### config.mk
export PLATFORM = sky130hd
export DESIGN_NAME = cobs_frame_encoder
export DESIGN_NICKNAME = d
export VERILOG_FILES = /design/src/rtl/cobs_enc_pkg.sv /design/src/rtl/cobs_seg_store.sv /design/src/rtl/cobs_out_reg.sv /design/src/rtl/cobs_frame_encoder.sv
export SDC_FILE = /design/constraint.sdc
export NUM_CORES = 2
export LEC_CHECK = 0
export ABC_AREA = 1
export BUFFER_PORTS_ARGS = -buffer_cell sky130_fd_sc_hd__buf_2
export CAP_MARGIN = 20
export CELL_PAD_IN_SITES_DETAIL_PLACEMENT = 1
export CELL_PAD_IN_SITES_GLOBAL_PLACEMENT = 1
export CORE_UTILIZATION = 47
export DETAILED_ROUTE_END_ITERATION = 8
export PLACE_DENSITY = 0.79
export SLEW_MARGIN = 20
export SYNTH_ARGS = -nofsm -noshare
export SYNTH_HDL_FRONTEND = slang
export SYNTH_HIERARCHICAL = 1
export SYNTH_SLANG_ARGS = --single-unit
### constraint.sdc
create_clock -name clk -period 2.67 [get_ports clk]
set_input_delay 0.1335 -clock clk [delete_from_list [all_inputs] [get_ports clk]]
set_output_delay 0.1335 -clock clk [all_outputs]
set_load 0.05 [all_outputs]
### src/rtl/cobs_enc_pkg.sv
package cobs_enc_pkg;

    localparam int BYTE_W = 8;

    typedef enum logic [1:0] {
        ST_GATHER = 2'd0,
        ST_HEAD   = 2'd1,
        ST_BODY   = 2'd2,
        ST_DELIM  = 2'd3
    } enc_state_e;

    // what follows once the current segment has left
    typedef enum logic [1:0] {
        TAIL_NONE  = 2'd0,  // more frame data follows
        TAIL_DONE  = 2'd1,  // frame complete after this segment
        TAIL_EMPTY = 2'd2   // frame ended on a zero: lone 0x01 still owed
    } tail_e;

    typedef struct packed {
        logic [BYTE_W-1:0] data;
        logic              last;
        logic              user;
    } beat_t;

    function automatic logic [BYTE_W-1:0] seg_code(input int unsigned len);
        return BYTE_W'(len + 1);
    endfunction

endpackage

### src/rtl/cobs_seg_store.sv
module cobs_seg_store #(
    parameter int DEPTH  = 256,
    parameter int ADDR_W = 8,
    parameter int DATA_W = 8
) (
    input  logic              clk,
    input  logic              wr_en,
    input  logic [ADDR_W-1:0] wr_addr,
    input  logic [DATA_W-1:0] wr_data,
    input  logic [ADDR_W-1:0] rd_addr,
    output logic [DATA_W-1:0] rd_data
);

    logic [DATA_W-1:0] mem [DEPTH];

    always_ff @(posedge clk) begin
        if (wr_en) begin
            mem[wr_addr] <= wr_data;
        end
    end

    assign rd_data = mem[rd_addr];

endmodule

### src/rtl/cobs_out_reg.sv
module cobs_out_reg
    import cobs_enc_pkg::*;
(
    input  logic  clk,
    input  logic  rst,
    input  logic  up_valid,
    input  beat_t up_beat,
    output logic  up_ready,
    output logic  dn_valid,
    output beat_t dn_beat,
    input  logic  dn_ready
);

    logic  vld_q;
    beat_t beat_q;

    assign up_ready = !vld_q || dn_ready;
    assign dn_valid = vld_q;
    assign dn_beat  = beat_q;

    always_ff @(posedge clk) begin
        if (rst) begin
            vld_q  <= 1'b0;
            beat_q <= '0;
        end else if (up_ready) begin
            vld_q <= up_valid;
            if (up_valid) begin
                beat_q <= up_beat;
            end
        end
    end

    // a stalled beat stays put
    assert_stall_hold_R8: assert property (@(posedge clk) disable iff (rst)
        (dn_valid && !dn_ready) |=> (dn_valid && $stable(dn_beat)));

endmodule

### src/rtl/cobs_frame_encoder.sv
module cobs_frame_encoder
    import cobs_enc_pkg::*;
#(
    parameter bit APPEND_ZERO = 1'b0,
    parameter int RUN_MAX     = 254
) (
    input  logic       clk,
    input  logic       rst,
    input  logic [7:0] in_data,
    input  logic       in_valid,
    output logic       in_ready,
    input  logic       in_last,
    input  logic       in_user,
    output logic [7:0] out_data,
    output logic       out_valid,
    input  logic       out_ready,
    output logic       out_last,
    output logic       out_user
);

    localparam int PTR_W     = $clog2(RUN_MAX + 1);
    localparam int BUF_DEPTH = 1 << PTR_W;
    localparam logic [PTR_W-1:0] RUN_LIM = PTR_W'(RUN_MAX);

    enc_state_e        state_q, state_n;
    tail_e             tail_q, tail_n;
    logic [PTR_W-1:0]  cnt_q, cnt_n;
    logic [PTR_W-1:0]  rd_q, rd_n;
    logic [BYTE_W-1:0] code_q, code_n;
    logic              user_q, user_n;

    logic              wr_en;
    logic [BYTE_W-1:0] rd_byte;
    logic              st_valid, st_ready;
    beat_t             st_beat, o_beat;
    logic              is_final;
    logic              take;

    cobs_seg_store #(
        .DEPTH  (BUF_DEPTH),
        .ADDR_W (PTR_W),
        .DATA_W (BYTE_W)
    ) store_i (
        .clk     (clk),
        .wr_en   (wr_en),
        .wr_addr (cnt_q),
        .wr_data (in_data),
        .rd_addr (rd_q),
        .rd_data (rd_byte)
    );

    cobs_out_reg oreg_i (
        .clk      (clk),
        .rst      (rst),
        .up_valid (st_valid),
        .up_beat  (st_beat),
        .up_ready (st_ready),
        .dn_valid (out_valid),
        .dn_beat  (o_beat),
        .dn_ready (out_ready)
    );

    assign out_data = o_beat.data;
    assign out_last = o_beat.last;
    assign out_user = o_beat.user;

    assign in_ready = (state_q == ST_GATHER);
    assign take     = in_valid && in_ready;
    assign wr_en    = take && (in_data != '0);
    assign st_valid = (state_q != ST_GATHER);

    // a segment that is the frame's last encoded output
    generate
        if (APPEND_ZERO) begin : g_delim
            assign is_final = 1'b0;
        end else begin : g_nodelim
            assign is_final = (tail_q == TAIL_DONE);
        end
    endgenerate

    always_comb begin
        st_beat = '0;
        unique case (state_q)
            ST_HEAD: begin
                st_beat.data = code_q;
                st_beat.last = is_final && (cnt_q == '0);
            end
            ST_BODY: begin
                st_beat.data = rd_byte;
                st_beat.last = is_final && (rd_q == cnt_q - 1'b1);
            end
            ST_DELIM: begin
                st_beat.data = '0;
                st_beat.last = 1'b1;
            end
            default: st_beat = '0;
        endcase
        st_beat.user = st_beat.last && user_q;
    end

    always_comb begin
        state_n = state_q;
        tail_n  = tail_q;
        cnt_n   = cnt_q;
        rd_n    = rd_q;
        code_n  = code_q;
        user_n  = user_q;
        unique case (state_q)
            ST_GATHER: begin
                if (take) begin
                    if (in_last) begin
                        user_n = in_user;
                    end
                    rd_n = '0;
                    if (in_data != '0) begin
                        cnt_n = cnt_q + 1'b1;
                        if (cnt_q + 1'b1 == RUN_LIM) begin
                            code_n  = seg_code(RUN_MAX);
                            tail_n  = in_last ? TAIL_DONE : TAIL_NONE;
                            state_n = ST_HEAD;
                        end else if (in_last) begin
                            code_n  = seg_code(int'(cnt_q) + 1);
                            tail_n  = TAIL_DONE;
                            state_n = ST_HEAD;
                        end
                    end else begin
                        code_n  = seg_code(int'(cnt_q));
                        tail_n  = in_last ? TAIL_EMPTY : TAIL_NONE;
                        state_n = ST_HEAD;
                    end
                end
            end
            ST_HEAD, ST_BODY: begin
                if (st_ready) begin
                    if (state_q == ST_HEAD && cnt_q != '0) begin
                        state_n = ST_BODY;
                    end else if (state_q == ST_BODY && rd_q != cnt_q - 1'b1) begin
                        rd_n = rd_q + 1'b1;
                    end else begin
                        // segment fully sent
                        cnt_n = '0;
                        rd_n  = '0;
                        unique case (tail_q)
                            TAIL_EMPTY: begin
                                code_n  = seg_code(0);
                                tail_n  = TAIL_DONE;
                                state_n = ST_HEAD;
                            end
                            TAIL_DONE: begin
                                tail_n  = TAIL_NONE;
                                state_n = APPEND_ZERO ? ST_DELIM : ST_GATHER;
                            end
                            default: state_n = ST_GATHER;
                        endcase
                    end
                end
            end
            ST_DELIM: begin
                if (st_ready) begin
                    state_n = ST_GATHER;
                end
            end
            default: state_n = ST_GATHER;
        endcase
    end

    always_ff @(posedge clk) begin
        if (rst) begin
            state_q <= ST_GATHER;
            tail_q  <= TAIL_NONE;
            cnt_q   <= '0;
            rd_q    <= '0;
            code_q  <= '0;
            user_q  <= 1'b0;
        end else begin
            state_q <= state_n;
            tail_q  <= tail_n;
            cnt_q   <= cnt_n;
            rd_q    <= rd_n;
            code_q  <= code_n;
            user_q  <= user_n;
        end
    end

    // output empty straight after reset
    assert_reset_idle_R1: assert property (@(posedge clk) disable iff (rst)
        $past(rst) |-> (!out_valid && in_ready));

    // a zero on the output is only ever the delimiter
    assert_no_zero_out_R2: assert property (@(posedge clk) disable iff (rst)
        (out_valid && out_data == '0) |-> (APPEND_ZERO && out_last));

    // the run store never exceeds its limit while gathering
    assert_run_bound_R3: assert property (@(posedge clk) disable iff (rst)
        (state_q == ST_GATHER) |-> (cnt_q < RUN_LIM));

    // user flag only on the frame's final beat
    assert_user_on_last_R7: assert property (@(posedge clk) disable iff (rst)
        (out_valid && out_user) |-> out_last);

    // input held off while a segment drains
    assert_ready_gated_R8: assert property (@(posedge clk) disable iff (rst)
        (take && in_data == '0) |=> !in_ready);

endmodule

Word-level counts from Yosys, hierarchy flattened
Memory sizes are Yosys's and may differ from the RTL's. A register that Yosys moved wholly into a read port is not among the register bits.
Index checks and enable logic that the tools add are counted.
{"block": "op_classes", "n_addsub": 6, "n_eq_ne": 18, "mux": 45, "n_reduce_logical": 23}
{"op": "$mux 8", "count": 19}
{"op": "$pmux 8 s2", "count": 3}
{"op": "$add 8x1->8 const B", "count": 5}
{"op": "$mux 2", "count": 15}
{"op": "$pmux 9 s3", "count": 1}
{"op": "$reduce_bool 8->1", "count": 2}
{"op": "$reduce_and 7->1", "count": 2}
{"op": "$eq 8x8->1", "count": 1}
{"op": "$eq 8x8->1 const B", "count": 1}
{"op": "$logic_not 8->1", "count": 1}
{"op": "$ne 2x1->1 const B", "count": 4}
{"op": "$ne 8x8->1", "count": 1}
{"op": "$pmux 2 s2", "count": 2}
{"op": "$sub 8x1->8 const B", "count": 1}
{"op": "$logic_and 1x1->1", "count": 7}
{"op": "$eq 2x2->1 const B", "count": 3}
{"op": "$ne 2x2->1 const B", "count": 3}
{"op": "$ne 3x3->1 const B", "count": 2}
{"op": "$pmux 2 s3", "count": 1}
{"op": "$reduce_and 6->1", "count": 1}
{"op": "$reduce_and 5->1", "count": 1}
{"op": "$eq 2x1->1 const B", "count": 2}
{"op": "$mux 1", "count": 4}
{"op": "$ne 4x3->1 const B", "count": 1}
{"op": "other kinds (8)", "count": 9}
{"block": "totals", "register_bits": 40, "ram_bits": 2048, "input_bits": 14, "wordCells": 103, "mem_count": 1}
{"memory": "store_i.mem", "depth": 256, "word_bits": 8, "read_ports": 1, "rd_ports_with_merged_regs": 1, "wr": 1, "line": "cobs_seg_store.sv:14", "text": "logic [DATA_W-1:0] mem [DEPTH];"}

Depth between registers and ports, before layout
{"block": "logic_depth", "depth_word": 9, "mapped_depth": 21}

Cells and area by module
Netlist, hierarchy kept.
{"module": "cobs_seg_store", "instances": 1, "cells_each": 6995, "area_per_inst_um2": 83236.1, "seq_area_each_um2": 61499.0}
{"module": "cobs_frame_encoder", "instances": 1, "cells_each": 378, "area_per_inst_um2": 2353.5, "seq_area_each_um2": 580.6}
{"module": "cobs_out_reg", "instances": 1, "cells_each": 70, "area_per_inst_um2": 499.2, "seq_area_each_um2": 220.2}

Worst setup path before layout
Ideal clock, no wire load.
{"block": "synth_path", "path_kind": "register to register", "start": "reg state_q[0]", "end": "mem store_i.mem[162][0] (enable)", "setup_time_ns": 0.370, "arrival_ns": 2.594, "slack_ns": -0.295, "path_stages_with_launch": 10, "period_less_slack_ns": 2.965, "cell_sequence": "dfxtp_1 -> inv_1 -> ha_1 -> clkbuf_1 -> nand2_1 -> nor2_1 -> clkbuf_1 -> nand3_1 -> clkbuf_1 -> nor2_1"}
{"block": "synth_between", "elab_chain_len": 5}
{"element": "start: declaration", "line": "cobs_frame_encoder.sv:25", "text": "enc_state_e state_q, state_n;"}
{"element": "start signal: assignment", "line": "cobs_frame_encoder.sv:176", "text": "state_q <= state_n;"}
{"element": "$logic_not 2->1", "line": "cobs_frame_encoder.sv:67", "text": "assign in_ready = (state_q == ST_GATHER);"}
{"element": "named net in_ready", "line": "cobs_frame_encoder.sv:11", "text": "output logic in_ready,"}
{"element": "$logic_and 1x1->1", "line": "cobs_frame_encoder.sv:68", "text": "assign take = in_valid && in_ready;"}
{"element": "$logic_and 1x1->1", "line": "cobs_frame_encoder.sv:69", "text": "assign wr_en = take && (in_data != '0);"}
{"element": "named net wr_en", "line": "cobs_frame_encoder.sv:32", "text": "logic wr_en;"}
{"element": "$mux 1", "line": "cobs_seg_store.sv:17", "text": "if (wr_en) begin"}
{"element": "$mux 1 (not written as such)", "line": "cobs_seg_store.sv:18", "text": "mem[wr_addr] <= wr_data;"}
{"element": "end: declaration", "line": "cobs_seg_store.sv:14"}
The timed path passes the listed nets, and every way through them passes these cells.

==> impl_metrics.csv <==
group,metric,value,unit
global_route,first_global_vias,66400,
timing,setup_viol_count_final,16,
timing,finalCriticalPeriod,3040,ps
routing,routed_wl,322000,µm
placed_design,dpl_worst_slack,-428,ps
critical_path,cp_num_cells,17,
critical_path,worstPathRequired,3460,ps
global_route,grt_util_all_layers,31.9,%
routing,drtPass1Iterations,6,
global_route,grt_max_degree,173,
hold_path,min-delay-start,"in_last",
final_layout,fillCellCount,17900,
synth,avgSynthCellArea,11.6,µm²
timing,hold_viol,0,
timing,skew,42.9,ps
routing,drtAntennaViolNets,0,
routing,route.detailed.drc,0,
run,cap_violations,0,
timing,worst_slew_pin_slew,1150,ps
synth,postSynthNetCount,7470,
placed_design,hpwl,173000,µm
critical_path,max_stage_delay,470,ps
critical_path,worstReg2RegStart,"rd_q[2]$_SDFFE_PP0P_",
synth,yosysUniqueCellTypes,37,
final_layout,areaGrowthSynthToFinish,20.4,%
final_layout,final_cell_mix,"2208 x nand2_1, 2048 x edfxtp_1, 1618 x nand3_1",
synth,synth_top_area_share,71.4,%
critical_path,regToRegSetupSlack,-370,ps
status,status,"finished, violations left",
routing,vias,65900,
critical_path,crit_slowest_cell,"dfxtp_4",
timing,slew_violations,0,
synth,yosys.area.top_type,"edfxtp_1",
floorplan,fp.dieArea,185000,µm²
final_layout,post-route-util,57.2,%
cts,cts_sinks,2088,
floorplan,io-pin-count,26,
floorplan,fp-row-count,156,
power,p_leak,0.0367,µW
critical_path,path_delay_family,"simple AND/OR/NAND/NOR gates",
global_route,grt-ovfl-total,0,
critical_path,crit_path_frequent_cell,"nand3_1",
synth,synth_area,86100,µm²
cts,cts_buffer_depth,3,
synth,syn_inst,7443,
placed_design,port_buffers,25,
final_layout,final_common_cell,"nand2_1",
cts,cts_root_buffer,"clkbuf_16",
global_route,antenna_found_initial,10,
critical_path,crit_chain,"inv_8, buf_16, buf_12, nand3_1, nand3_1, nand3_1, nand3_2, nand3_4, nand2_4, nand2_4, nand2_2, nand2_1, a21oi_1, inv_1, nand3_1, nand2_1, nor2_1",
cts,htree_num_levels,4,
critical_path,crit_fanout,48,
synth,seq_area_frac_synth,72.4,%
timing,rsz0062_at_grt,"yes",
critical_path,cp.buffers_inverters,4,
placed_design,gp_congestion,0.924,
critical_path,r2r_cells,17,
routing,post_drt_wl_per_cell,31.4,µm
hold_path,whs_endpoint,"tail_q[1]$_SDFFE_PP0P_",
routing,drt_iter0_drc,9500,
global_route,grt_first_pass_wirelength,438000,µm
floorplan,coreArea,181000,µm²
power,powerDensity,797,nW/µm²
cts,worstSkewPairLatency,890,ps
critical_path,critPathLaunchType,"register",
status,violations,"negative setup slack",
final_layout,final_nets,7740,
floorplan,die_y,430,µm
floorplan,initial_utilization,47.5,%
critical_path,end_kind,"register",
critical_path,regToRegEndpoint,"oreg_i/dn_beat[9]$_SDFFE_PP0P_",
cts,cts_made_buffers,208,
timing,setup_slack,-369,ps
timing,min_period_over_period,114,%
floorplan,dieWidth,430,µm
synth,ys.warnings.count,6,
power,max-vdd-ir-drop,726,µV
cts,cts.clk_slew.worst_paths,60,ps
synth,synth.area.top_cells,"edfxtp_1 71%, nand3_1 12%, nand2_1 9.8%",
timing,relSlewSlack,23.1,%
critical_path,critical_path_class,"register to register",
synth,synth-seq-cells,2088,
timing,fmax,329,MHz
hold_path,min_path_cells,6,
hold_path,hp-class,"input pin to register",
cts,cts_tree,"done",
routing,avgViaCountPerCell,6.42,
critical_path,worstPathArrival,3830,ps
final_layout,layout-drive-gt1-share,17.1,%
==> state kept, by name, summed over array words and instances, names as in the netlist <==
name             flops
cnt_q                8
code_q               8
oreg_i/dn_beat      10
oreg_i/dn_valid      1
rd_q                 8
state_q              2
store_i/mem       2048
tail_q               2
user_q               1
==> power breakdown <==
part | total, µW | internal, µW | switching [µW]
sequential | 36700 | 36300 | 341
combinational | 16200 | 5290 | 10900
clock | 29800 | 16800 | 13000
==> worst max path at each step <==
| stage | start | endpoint | slack [ps] |
|---|---|---|---|
| floorplan | state_q[0]$_SDFFE_PP0P_ | store_i/mem[162][0]$_DFFE_PP_ | -120 |
| global placement | rd_q[0]$_SDFFE_PP0P_ | oreg_i/dn_beat[2]$_SDFFE_PP0P_ | -450 |
| detailed placement | rd_q[0]$_SDFFE_PP0P_ | oreg_i/dn_beat[4]$_SDFFE_PP0P_ | -430 |
| CTS | rd_q[0]$_SDFFE_PP0P_ | oreg_i/dn_beat[3]$_SDFFE_PP0P_ | -160 |
| global route | rd_q[0]$_SDFFE_PP0P_ | oreg_i/dn_beat[9]$_SDFFE_PP0P_ | -390 |
| finish | rd_q[2]$_SDFFE_PP0P_ | oreg_i/dn_beat[9]$_SDFFE_PP0P_ | -370 |
==> through the flow <==
stage	hold WS, ps	total power, µW	setup TNS (ps)	instances	area, µm²
after floorplan	203	44800	-28140	7443	86100
after global placement	440	49300	-2070	9779	91700
after global routing	245	84400	-4520	10300	104000
after detailed placement	449	49900	-2390	9779	91700
final	264	82700	-1760	10300	104000
after CTS	183	80300	-1160	10200	100000
==> what timing repair did <==
item | in CTS | in global routing
endpoints found under the setup margin | 8 | 120
setup buffers | 15 | 9
pin swaps | 8 | 136
resized for setup | 160 | 524
hold buffers | 16 | 0
cloned | 24 | 36
endpoints found under the hold margin | 405 | 0
==> synthesized netlist by cell type, drive strengths merged <==
| library cell | n |
|---|---|
| nor2 | 385 |
| clkbuf | 118 |
| nand4 | 3 |
| xnor2 | 4 |
| o21bai | 2 |
| dfxtp | 40 |
| o22ai | 7 |
| o21ai | 7 |
| clkinv | 1 |
| buf | 381 |
| xor2 | 14 |
| a21oi | 26 |
| nor3 | 3 |
| o211ai | 1 |
| nand3 | 2054 |
| nand3b | 1 |
| ha | 13 |
| nand2 | 2244 |
| edfxtp | 2048 |
| inv | 91 |
==> routing by layer <==
metal / share of wire (%) / vias up / wire length [µm] / GRT usage [%]
met1: 35 / 33400 / 114000 / 40.4
met4: 6.3 / 6 / 20200 / 16.7
li1: - / 26800 / - / -
met3: 10 / 1105 / 33000 / 6.17
met2: 48 / 4563 / 155000 / 52.2
met5: 0.0087 / - / 28 / 0
==> cell type report <==
class | instances | area (µm²) | share of cell area [%]
Antenna cell | 11 | 27.5 | 0.0265
Clock buffer | 272 | 5620 | 5.42
Clock inverter | 112 | 1070 | 1.03
Inverter | 92 | 398 | 0.384
Multi-Input combinational cell | 4764 | 23700 | 22.9
Sequential cell | 2088 | 62300 | 60.1
Tap cell | 2370 | 2970 | 2.86
Timing Repair Buffer | 558 | 7530 | 7.26
Timing Repair inverter | 1 | 16.3 | 0.0157
==> kinds of logic after synthesis <==
| group | count (synthesis) | share of synthesized area [%] |
|---|---|---|
| AND/OR/NAND/NOR | 4690 | 23.6 |
| buffers and inverters | 591 | 3.41 |
| XOR/XNOR | 18 | 0.183 |
| adder cells (fa/ha/maj) | 13 | 0.189 |
| flip-flops | 2088 | 72.4 |
| AO/OA/AOI/OAI | 43 | 0.278 |
==> tightest hold or removal path: cells and delay by family <==
kind	cells	cell delay [ps]
buf+inv	2	720
simple gates	4	220
(Power assumes the default switching activity.)
